**config.mk**
```make
export PLATFORM = sky130hd
export DESIGN_NAME = ddly_pulse_gen
export DESIGN_NICKNAME = d
export VERILOG_FILES = /design/src/rtl/ddly_pkg.sv /design/src/rtl/ddly_datapath.sv /design/src/rtl/ddly_ctrl.sv /design/src/rtl/ddly_pulse_gen.sv
export SDC_FILE = /design/constraint.sdc
export NUM_CORES = 1
export LEC_CHECK = 0
export BUFFER_PORTS_ARGS = -buffer_cell sky130_fd_sc_hd__clkbuf_2
export CAP_MARGIN = 40
export CORE_MARGIN = 4
export CORE_UTILIZATION = 58
export DETAILED_ROUTE_END_ITERATION = 10
export PLACE_DENSITY_LB_ADDON = 0.12
export SYNTH_ARGS = -nofsm -noshare
export SYNTH_HDL_FRONTEND = slang
export SYNTH_HIERARCHICAL = 1
export SYNTH_SLANG_ARGS = --single-unit
export TNS_END_PERCENT = 5
```
**constraint.sdc**
```tcl
create_clock -name clk -period 3.19 [get_ports clk]
set_input_delay 0.4785 -clock clk [delete_from_list [all_inputs] [get_ports clk]]
set_output_delay 0.4785 -clock clk [all_outputs]
set_load 0.1 [all_outputs]
```
**src/rtl/ddly_pkg.sv**
```systemverilog
package ddly_pkg;
  localparam int DefCodeW = 4;
  localparam int DefRstCode = 5;
  localparam int DefRsvCode = 1;

  typedef struct packed {
    logic clear;
    logic start;
    logic toggle;
    logic count;
  } dlyStrobe_t;
endpackage

```
**src/rtl/ddly_datapath.sv**
```systemverilog
module ddly_datapath
  import ddly_pkg::*;
#(
  parameter int CODE_W   = DefCodeW,
  parameter int RST_CODE = DefRstCode,
  parameter int RSV_CODE = DefRsvCode
) (
  input  logic              clk,
  input  logic              rstN,
  input  dlyStrobe_t        stb,
  input  logic              phaseHigh,
  input  logic [CODE_W-1:0] highCode,
  input  logic [CODE_W-1:0] lowCode,
  output logic              phaseDone,
  output logic              codeBad
);
  localparam int LEN_W = CODE_W + 1;
  localparam logic [LEN_W-1:0] FULL_LEN = LEN_W'(1) << CODE_W;
  localparam logic [LEN_W-1:0] RST_LEN  = LEN_W'(RST_CODE);
  localparam logic [CODE_W-1:0] RSV     = CODE_W'(RSV_CODE);

  logic [LEN_W-1:0] lenHigh, lenLow, cnt, curLen;
  logic [LEN_W-1:0] decHigh, decLow;

  function automatic logic [LEN_W-1:0] decodeLen(input logic [CODE_W-1:0] c);
    return (c == '0) ? FULL_LEN : {1'b0, c};
  endfunction

  always_comb begin
    decHigh = decodeLen(highCode);
    decLow  = decodeLen(lowCode);
    codeBad = (highCode == RSV) || (lowCode == RSV);
    curLen  = phaseHigh ? lenHigh : lenLow;
    phaseDone = (cnt == curLen);
  end

  always_ff @(posedge clk or negedge rstN) begin
    if (!rstN) begin
      lenHigh <= RST_LEN;
      lenLow  <= RST_LEN;
      cnt     <= '0;
    end else if (stb.clear) begin
      cnt <= '0;
    end else if (stb.start) begin
      cnt     <= LEN_W'(1);
      lenHigh <= decHigh;
      lenLow  <= decLow;
    end else if (stb.toggle) begin
      cnt <= LEN_W'(1);
      if (phaseHigh) lenLow  <= decLow;
      else           lenHigh <= decHigh;
    end else if (stb.count) begin
      cnt <= cnt + LEN_W'(1);
    end
  end


  len_hold_chk: assert property (@(posedge clk) disable iff (!rstN)
    !(stb.start || stb.toggle) |=> ($stable(lenHigh) && $stable(lenLow)));


  cnt_bound_chk: assert property (@(posedge clk) disable iff (!rstN)
    cnt <= curLen);


  start_cnt_chk: assert property (@(posedge clk) disable iff (!rstN)
    stb.start |=> (cnt == LEN_W'(1)));
endmodule

```
**src/rtl/ddly_ctrl.sv**
```systemverilog
module ddly_ctrl
  import ddly_pkg::*;
(
  input  logic       clk,
  input  logic       rstN,
  input  logic       enable,
  input  logic       codeBad,
  input  logic       phaseDone,
  output dlyStrobe_t stb,
  output logic       phaseHigh
);
  logic running;
  logic haltReq;

  always_comb begin
    haltReq = !enable || codeBad;
    stb = '0;
    if (haltReq)         stb.clear  = 1'b1;
    else if (!running)   stb.start  = 1'b1;
    else if (phaseDone)  stb.toggle = 1'b1;
    else                 stb.count  = 1'b1;
  end

  always_ff @(posedge clk or negedge rstN) begin
    if (!rstN) begin
      running   <= 1'b0;
      phaseHigh <= 1'b0;
    end else if (stb.clear) begin
      running   <= 1'b0;
      phaseHigh <= 1'b0;
    end else if (stb.start) begin
      running   <= 1'b1;
      phaseHigh <= 1'b0;
    end else if (stb.toggle) begin
      phaseHigh <= ~phaseHigh;
    end
  end


  off_low_chk: assert property (@(posedge clk) disable iff (!rstN)
    !enable |=> !phaseHigh);


  bad_low_chk: assert property (@(posedge clk) disable iff (!rstN)
    codeBad |=> !phaseHigh);


  rise_done_chk: assert property (@(posedge clk) disable iff (!rstN)
    $rose(phaseHigh) |-> $past(phaseDone && running));


  phase_hold_chk: assert property (@(posedge clk) disable iff (!rstN)
    (running && !phaseDone && enable && !codeBad) |=> $stable(phaseHigh));
endmodule

```
**src/rtl/ddly_pulse_gen.sv**
```systemverilog
module ddly_pulse_gen
  import ddly_pkg::*;
#(
  parameter int CODE_W   = DefCodeW,
  parameter int RST_CODE = DefRstCode,
  parameter int RSV_CODE = DefRsvCode
) (
  input  logic              clk,
  input  logic              rstN,
  input  logic              enable,
  input  logic [CODE_W-1:0] highCode,
  input  logic [CODE_W-1:0] lowCode,
  output logic              pulseOut,
  output logic              badCode
);
  dlyStrobe_t stb;
  logic phaseHigh, phaseDone, codeBad;

  ddly_ctrl u_ctrl (
    .clk       (clk),
    .rstN      (rstN),
    .enable    (enable),
    .codeBad   (codeBad),
    .phaseDone (phaseDone),
    .stb       (stb),
    .phaseHigh (phaseHigh)
  );

  ddly_datapath #(
    .CODE_W   (CODE_W),
    .RST_CODE (RST_CODE),
    .RSV_CODE (RSV_CODE)
  ) u_dp (
    .clk       (clk),
    .rstN      (rstN),
    .stb       (stb),
    .phaseHigh (phaseHigh),
    .highCode  (highCode),
    .lowCode   (lowCode),
    .phaseDone (phaseDone),
    .codeBad   (codeBad)
  );

  assign pulseOut = phaseHigh;
  assign badCode  = codeBad;
endmodule

```
Word level (Yosys, flattened, before mapping):

Index checks and enable logic that the tools add are counted.

* bits in registers: 17
* bits in latches: 0
* bits in writable memories: 0
* memory bits (read-only): 0
* output and inout port bits: 2
* word-level logic and storage cells: 48
* memories: 0

* $add $sub $neg: 1
* multiply operators: 0
* div/mod/pow operators: 0
* order comparisons: 0
* equal/unequal tests: 4
* shifts and indexed selects: 0
* multiplexer cells: 24
* bitwise logic cells: 2
* reductions and logical operators: 12

Operators by type and width (count)
* $mux W5: 13
* $mux W1: 9
* $eq A4 B1 Y1 const B: 2
* $logic_not A4 Y1: 2
* $reduce_and A3 Y1: 2
* $reduce_bool A2 Y1: 3
* $add A5 B1 Y5 const B: 1
* $eq A5 B5 Y1: 1
* $reduce_bool A4 Y1: 1
* $mux W3: 1
* $reduce_bool A3 Y1: 1
* $logic_or A1 B1 Y1: 2
* $mux W2: 1
* $ne A2 B2 Y1 const B: 1
* $not A1 Y1: 2
* $logic_not A1 Y1: 1

Logic depth before layout (Yosys ltp):

Gate-level depths: netlist of run 1.

* depth after elaboration: 9
* gate-level depth with buffers: 10

Modules after synthesis:

The synthesis of run 1 kept the hierarchy.

Modules (own cells, without submodules)
* ddly_datapath: times used 1, cells an instance 64, area an instance 817.0 um2
* ddly_ctrl: times used 1, cells an instance 11, area an instance 108.9 um2

Worst setup path before layout of run 1:

Ideal clock, no wire load.

* path kind: flip-flop to flip-flop
* start: reg u_ctrl.phaseHigh
* end: reg u_dp.lenLow[1]
* arrival: 2.621 ns
* slack: 0.444 ns
* cell stages (with the launch flop): 10
* cells stage by stage: dfrtp_1 -> buf_6 -> mux2i_1 -> xor2_1 -> nand3_1 -> nor3_2 -> and3_1 -> a21oi_2 -> nor2_4 -> mux2_4

RTL lines
* start, declared: line ddly_ctrl.sv:10 `output logic phaseHigh`
* start signal, assigned: line ddly_ctrl.sv:35 `phaseHigh <= ~phaseHigh;`
* end signal, assigned: line ddly_datapath.sv:47 `lenLow <= decLow;`
* end signal, assigned: line ddly_datapath.sv:50 `if (phaseHigh) lenLow <= decLow;`
* end, declared: line ddly_datapath.sv:22 `logic [LEN_W-1:0] lenHigh, lenLow, cnt, curLen;`

==> results of run 1 <==
registers in the layout (all words and copies together) (netlist names):
signal / flops
u_dp/lenHigh: 5
u_ctrl/running: 1
u_dp/cnt: 5
u_dp/lenLow: 5
u_ctrl/phaseHigh: 1
stage by stage:
stage	instances	power [mW]	instance area (sq um)	utilization, %
3_3_place_gp	101	0.4162	987.2	65.53
3_5_place_dp	101	0.4220	987.2	65.53
6_report	105	0.5319	1013	67.28
4_1_cts	105	0.5407	1013	67.28
5_1_grt	105	0.5670	1013	67.28
2_1_floorplan	75	0.3874	925.9	-
cell usage after synthesis:
cell	n
a21oi_1	1
a21oi_2	1
a22o_1	1
and3_1	1
buf_4	1
buf_6	1
dfrtp_1	13
dfstp_2	4
ha_1	1
inv_1	1
mux2_1	4
mux2_4	5
mux2i_1	6
nand2_1	2
nand2b_1	1
nand3_1	1
nand3b_1	1
nand4_1	2
nor2_1	8
nor2_4	1
nor2b_4	2
nor3_1	2
nor3_2	1
nor4_1	1
o21ai_0	1
o21bai_4	1
or3_1	1
xnor2_1	4
xor2_1	6
power groups by stage:
stage / logic, mW / clock network [mW] / registers [mW]
floorplan: 0.103 / 0 / 0.284
global placement: 0.126 / 0 / 0.290
detailed placement: 0.131 / 0 / 0.291
CTS: 0.132 / 0.122 / 0.287
global route: 0.144 / 0.132 / 0.291
finish: 0.130 / 0.115 / 0.287
routing by layer:
layer	track usage, %	vias to the layer above	share of wire, %
met4	9.677	0	0.84
met3	4.135	2	5.0
met1	23.89	285	45
met5	0	-	0
li1	-	289	-
met2	29.55	13	49
cell families after synthesis:
family	count (synthesis)	share of synthesized area (%)
xor gates and xnor gates	10	9.459
DFF	17	46.49
AOI/OAI and AO/OA	5	5.000
adders and majority gates	1	1.351
muxes	15	19.46
and+or+nand+nor	24	15.81
buffers and inverters	3	2.432
worst max-delay path by stage:
stage	startpoint	end	slack (ns)	cells past startpoint
floorplan	u_ctrl/phaseHigh	u_dp/lenLow[1]	0.44	9
global route	u_ctrl/phaseHigh	u_dp/lenLow[1]	0.62	8
CTS	u_ctrl/phaseHigh	u_dp/lenLow[1]	0.75	8
detailed placement	u_ctrl/phaseHigh	u_dp/lenLow[3]	0.76	8
finish	u_ctrl/phaseHigh	u_dp/lenLow[1]	0.76	8
global placement	u_ctrl/phaseHigh	u_dp/lenLow[1]	0.85	8
layout make-up:
cell class,instances,area share (%)
clock buffers,4,2.593
flip-flops and latches,17,42.47
multi-input cells,55,46.67
inverters,1,0.3704
repair buffers,12,5.926
well taps,16,1.975
layout by cell type, fill, tap and decap left out:
cell type	instances
nor3_2	1
ha_1	1
o21bai_4	1
clkbuf_2	12
dfstp_2	4
nand2_1	2
mux2_4	5
o21ai_0	1
nand4_1	2
dfrtp_1	13
inv_1	1
nand3_1	1
a22o_1	1
a21oi_2	1
xor2_1	6
and3_1	1
or3_1	1
nor4_1	1
nand3b_1	1
clkbuf_1	1
nor2b_4	2
mux2_1	4
nor2_4	1
a21oi_1	1
xnor2_1	4
clkbuf_4	3
mux2i_1	6
nand2b_1	1
nor3_1	2
nor2_1	8
==> impl_metrics.toml, run 1 <==
[run_status]
status = "complete, no violations"

[power_and_ir_drop]
p_int_mw = 0.3748
seq_power_share_pct = 54.0
p_leak_nw = 0.4455
clkPwrFrac_pct = 21.6
ir_drop_mv = 0.3048
swShare_pct = 29.53
p_sw_mw = 0.1570
power_density_mw_per_mm2 = 524.8
pwr-share-comb_pct = 24.4

[clock_network]
cts_sinks = 17
cts.clk_slew.worst_paths_ns = 0.10
cts_buffer_depth = 2
cts_hold_buf = 0
cts_buffers = 3
post_cts_buffers = 0
worstSkewPairLatency_ns = 0.29
post_cts_resize_count = 0
root_buffer = "clkbuf_4"
htreeDepth = 1
cts_tree = "yes"

[global_routing]
grt_pass1_wl_um = 2877
track_usage_pct = 18.72
globalRoute.totalOverflow = 0
antenna_found_initial = 0
grt_start_max_net_pins = 18
grt_pass1_vias = 597

[worst_setup_path]
critPathSlowestCell = "dfrtp_1"
path_buf_inv = 0
cp-start-kind = "flip-flop"
crit_arrival_ns = 2.61
cp_cell_sequence = "mux2i_1 > xor2_1 > nand3_1 > nor3_2 > and3_1 > a21oi_2 > nor2_4 > mux2_4"
cpPeakStageDelay_ns = 0.65
cp-end-kind = "flip-flop"
r2r_slack_ns = 0.76
reg2reg_from = "u_ctrl/phaseHigh"
critPathTopFamily = "simple AND/OR/NAND/NOR gates"
required_ns = 3.37
cp_max_fo = 9
worstSetupPathType = "flip-flop to flip-flop"
r2r_end = "u_dp/lenLow[1]"
rr_worst_depth = 8

[yosys]
ys_ff_latch = 17
ys_warn_count = 6
syn_nets = 87
synth_cells = 75
syn_area_sq_um = 925.9
synth_seq_area_share_pct = 46.49
ys_types = 29
synth_top_area_share_pct = 35.14
avgSynthCellArea_sq_um = 12.35
yosysTopAreaCell = "dfrtp_1"
synthTopCellsByArea = "dfrtp_1, dfstp_2, mux2_4"

[die]
io_pins = 13
die_area_sq_mm = 0.002300
core_sq_mm = 0.001506
die_w_um = 47.96
die-height_um = 47.96
start_util_pct = 61.46
core.rowCount = 14

[timing]
setup_slack_ns = 0.7622
post-route-period-util_pct = 76.11
finClkSkew_ns = 0.002389
maxSlewHeadroom_pct = 63.68
slew_violations = 0
hold_viol = 0
worst_pin_slew_ns = 0.5471
setup_viol = 0
tns_ns = 0
fin_crit_ns = 2.428
holdWs_ns = 0.1053
maxClockFrequency_mhz = 411.9
rsz0062_at_grt = "no"

[layout]
fill_cells = 119
num_antenna_cells = 0
area_growth_pct = 9.459
regArea_sq_um = 430.4
multiInputGateArea_sq_um = 473.0
nets = 102
drive_gt1_share_pct = 33.71

[place]
dpl.hpwl_um = 1301
io_buffers = 12
gp_congestion = 0.8121
pre_cts_ws_ns = 0.7620

[routing]
wl_per_cell_um = 15.95
drtPass1Iterations = 4
viasPerCell = 5.610
drtAntennaViolNets = 0
drtIter0Drc = 3
vias = 589
routed_wl_um = 1675
drc = 0

[worst_hold_path]
hold_path_class = "input port to asynchronous set/reset pin"

[flow_run]
maxCapViolCount = 0
Power figures use the tool's default switching activity.
==> inputs of run 2 (changes only) <==
CORE_UTILIZATION = 54   (was 58)
clock period = 2.4 ns   (was 3.19 ns; I/O delays follow)
==> impl_metrics.toml, run 2 (same netlist as run 1, synthesis figures left out) <==
[clock_network]
cts_buffers = 3
root_buffer = "clkbuf_4"
cts_buffer_depth = 2
worstSkewPairLatency_ns = 0.29
cts.clk_slew.worst_paths_ns = 0.10
htreeDepth = 1
cts_tree = "yes"
cts_sinks = 17

[power_and_ir_drop]
p_int_mw = 0.4974
clkPwrFrac_pct = 21.9
ir_drop_mv = 0.3457
p_sw_mw = 0.2085
pwr-share-comb_pct = 24.4
swShare_pct = 29.54
seq_power_share_pct = 53.7
power_density_mw_per_mm2 = 684.7
p_leak_nw = 0.4505

[global_routing]
track_usage_pct = 15.45
grt_start_max_net_pins = 18
globalRoute.totalOverflow = 0
grt_pass1_wl_um = 2753
grt_pass1_vias = 588
antenna_found_initial = 0

[place]
gp_congestion = 0.7616
io_buffers = 12
dpl.hpwl_um = 1244

[timing]
tns_ns = 0
maxClockFrequency_mhz = 443.8
slew_violations = 0
maxSlewHeadroom_pct = 63.94
fin_crit_ns = 2.253
holdWs_ns = 0.2916
rsz0062_at_grt = "no"
finClkSkew_ns = 0.001959
post-route-period-util_pct = 93.89
hold_viol = 0
setup_viol = 0
worst_pin_slew_ns = 0.5432

[layout]
drive_gt1_share_pct = 37.78
area_growth_pct = 11.35
layout_common_cells = "clkbuf_2, dfrtp_1, nor2_1, mux2i_1, xor2_1"
multiInputGateArea_sq_um = 475.5
num_antenna_cells = 0
reg.largest.list = "u_dp/cnt (5), u_dp/lenHigh (5), u_dp/lenLow (5)"
fill_cells = 122
nets = 103
regArea_sq_um = 434.2

[routing]
drtAntennaViolNets = 0
drtIter0Drc = 5
drc = 0
vias = 584
routed_wl_um = 1611
wl_per_cell_um = 15.20
drtPass1Iterations = 3
viasPerCell = 5.509

[worst_setup_path]
crit_arrival_ns = 2.44
cp-end-kind = "flip-flop"
required_ns = 2.58
cp-start-kind = "flip-flop"
cp_max_fo = 9
r2r_slack_ns = 0.15
worstSetupPathType = "flip-flop to flip-flop"

[die]
die_area_sq_mm = 0.002441
start_util_pct = 59.39
io_pins = 13
die_w_um = 49.41
core.rowCount = 14
die-height_um = 49.41
core_sq_mm = 0.001559

[worst_hold_path]
hold_path_class = "input port to flip-flop"

[flow_run]
maxCapViolCount = 0

[run_status]
status = "complete, no violations"
## run 2: cell count changes in the layout (fill, tap and decap cells not counted)
cell           change
a22o_1             -1
a22o_2             +1
and3_1             -1
and3_2             +1
clkbuf_1           -1
clkinv_2           +1
dfrtp_1            -1
dfrtp_4            +1
dlygate4sd3_1      +1
## run 2: repair_timing
| item | in CTS | in global routing |
|---|---|---|
| hold buffers | 1 | 0 |
| hold endpoints to repair | 13 | 0 |
| setup endpoints to repair | 0 | 5 |
| gates resized for setup | 0 | 1 |
| setup buffers | 0 | 0 |
## run 2: final timing paths
kind                             startpoint          endpoint  cells past startpoint
setup / recovery           u_ctrl/phaseHigh   u_dp/lenHigh[3]                      8
hold reg to reg             u_dp/lenHigh[1]   u_dp/lenHigh[1]                      1
min in group asynchronous              rstN    u_dp/lenLow[3]                      2
setup reg to reg           u_ctrl/phaseHigh   u_dp/lenHigh[3]                      8
hold / removal                  highCode[1]   u_dp/lenHigh[1]                      2
max in group asynchronous              rstN  u_ctrl/phaseHigh                      2
## run 2: critical path, cell delays in order (launching register included)
cell and delay (ns):
dfrtp_4 0.57, mux2i_1 0.22, xor2_1 0.19, nand3_1 0.10
nor3_2 0.19, and3_2 0.27, nor2b_4 0.17, o21bai_4 0.10
mux2_1 0.34
## run 2: layout make-up
| type | instances | area share, % |
|---|---|---|
| inverters | 1 | 0.3641 |
| clock inverters | 1 | 0.4854 |
| repair buffers | 13 | 6.796 |
| multi-input cells | 55 | 46.12 |
| flip-flops and latches | 17 | 42.11 |
| clock buffers | 3 | 2.184 |
| well taps | 16 | 1.942 |
## run 2: routing by layer
metal  vias to the layer above  share of wire, %  global-route usage, %
met1                       281                47                  19.85
met3                         2               5.5                  6.728
met5                         -                 0                      0
li1                        290                 -                      -
met2                        11                47                  23.66
met4                         0              0.74                  4.147
## run 2: power groups by stage
stage | clock network, mW | registers (mW) | logic (mW)
after floorplan | 0 | 0.379 | 0.137
after global routing | 0.176 | 0.387 | 0.190
after CTS | 0.161 | 0.380 | 0.175
final | 0.154 | 0.379 | 0.172
after detailed placement | 0 | 0.385 | 0.173
after global placement | 0 | 0.385 | 0.170
## run 2: metrics by stage
stage | util [%] | instances | instance area [sq um] | power (mW) | worst slack [ns]
3_3_place_gp | 63.64 | 101 | 992.2 | 0.5549 | 0.2177
6_report | 66.13 | 106 | 1031 | 0.7059 | 0.1467
2_1_floorplan | - | 75 | 930.9 | 0.5159 | 0.04145
3_5_place_dp | 63.64 | 101 | 992.2 | 0.5586 | 0.1025
5_1_grt | 66.13 | 106 | 1031 | 0.7521 | 0.01285
4_1_cts | 66.05 | 106 | 1030 | 0.7154 | 0.08535
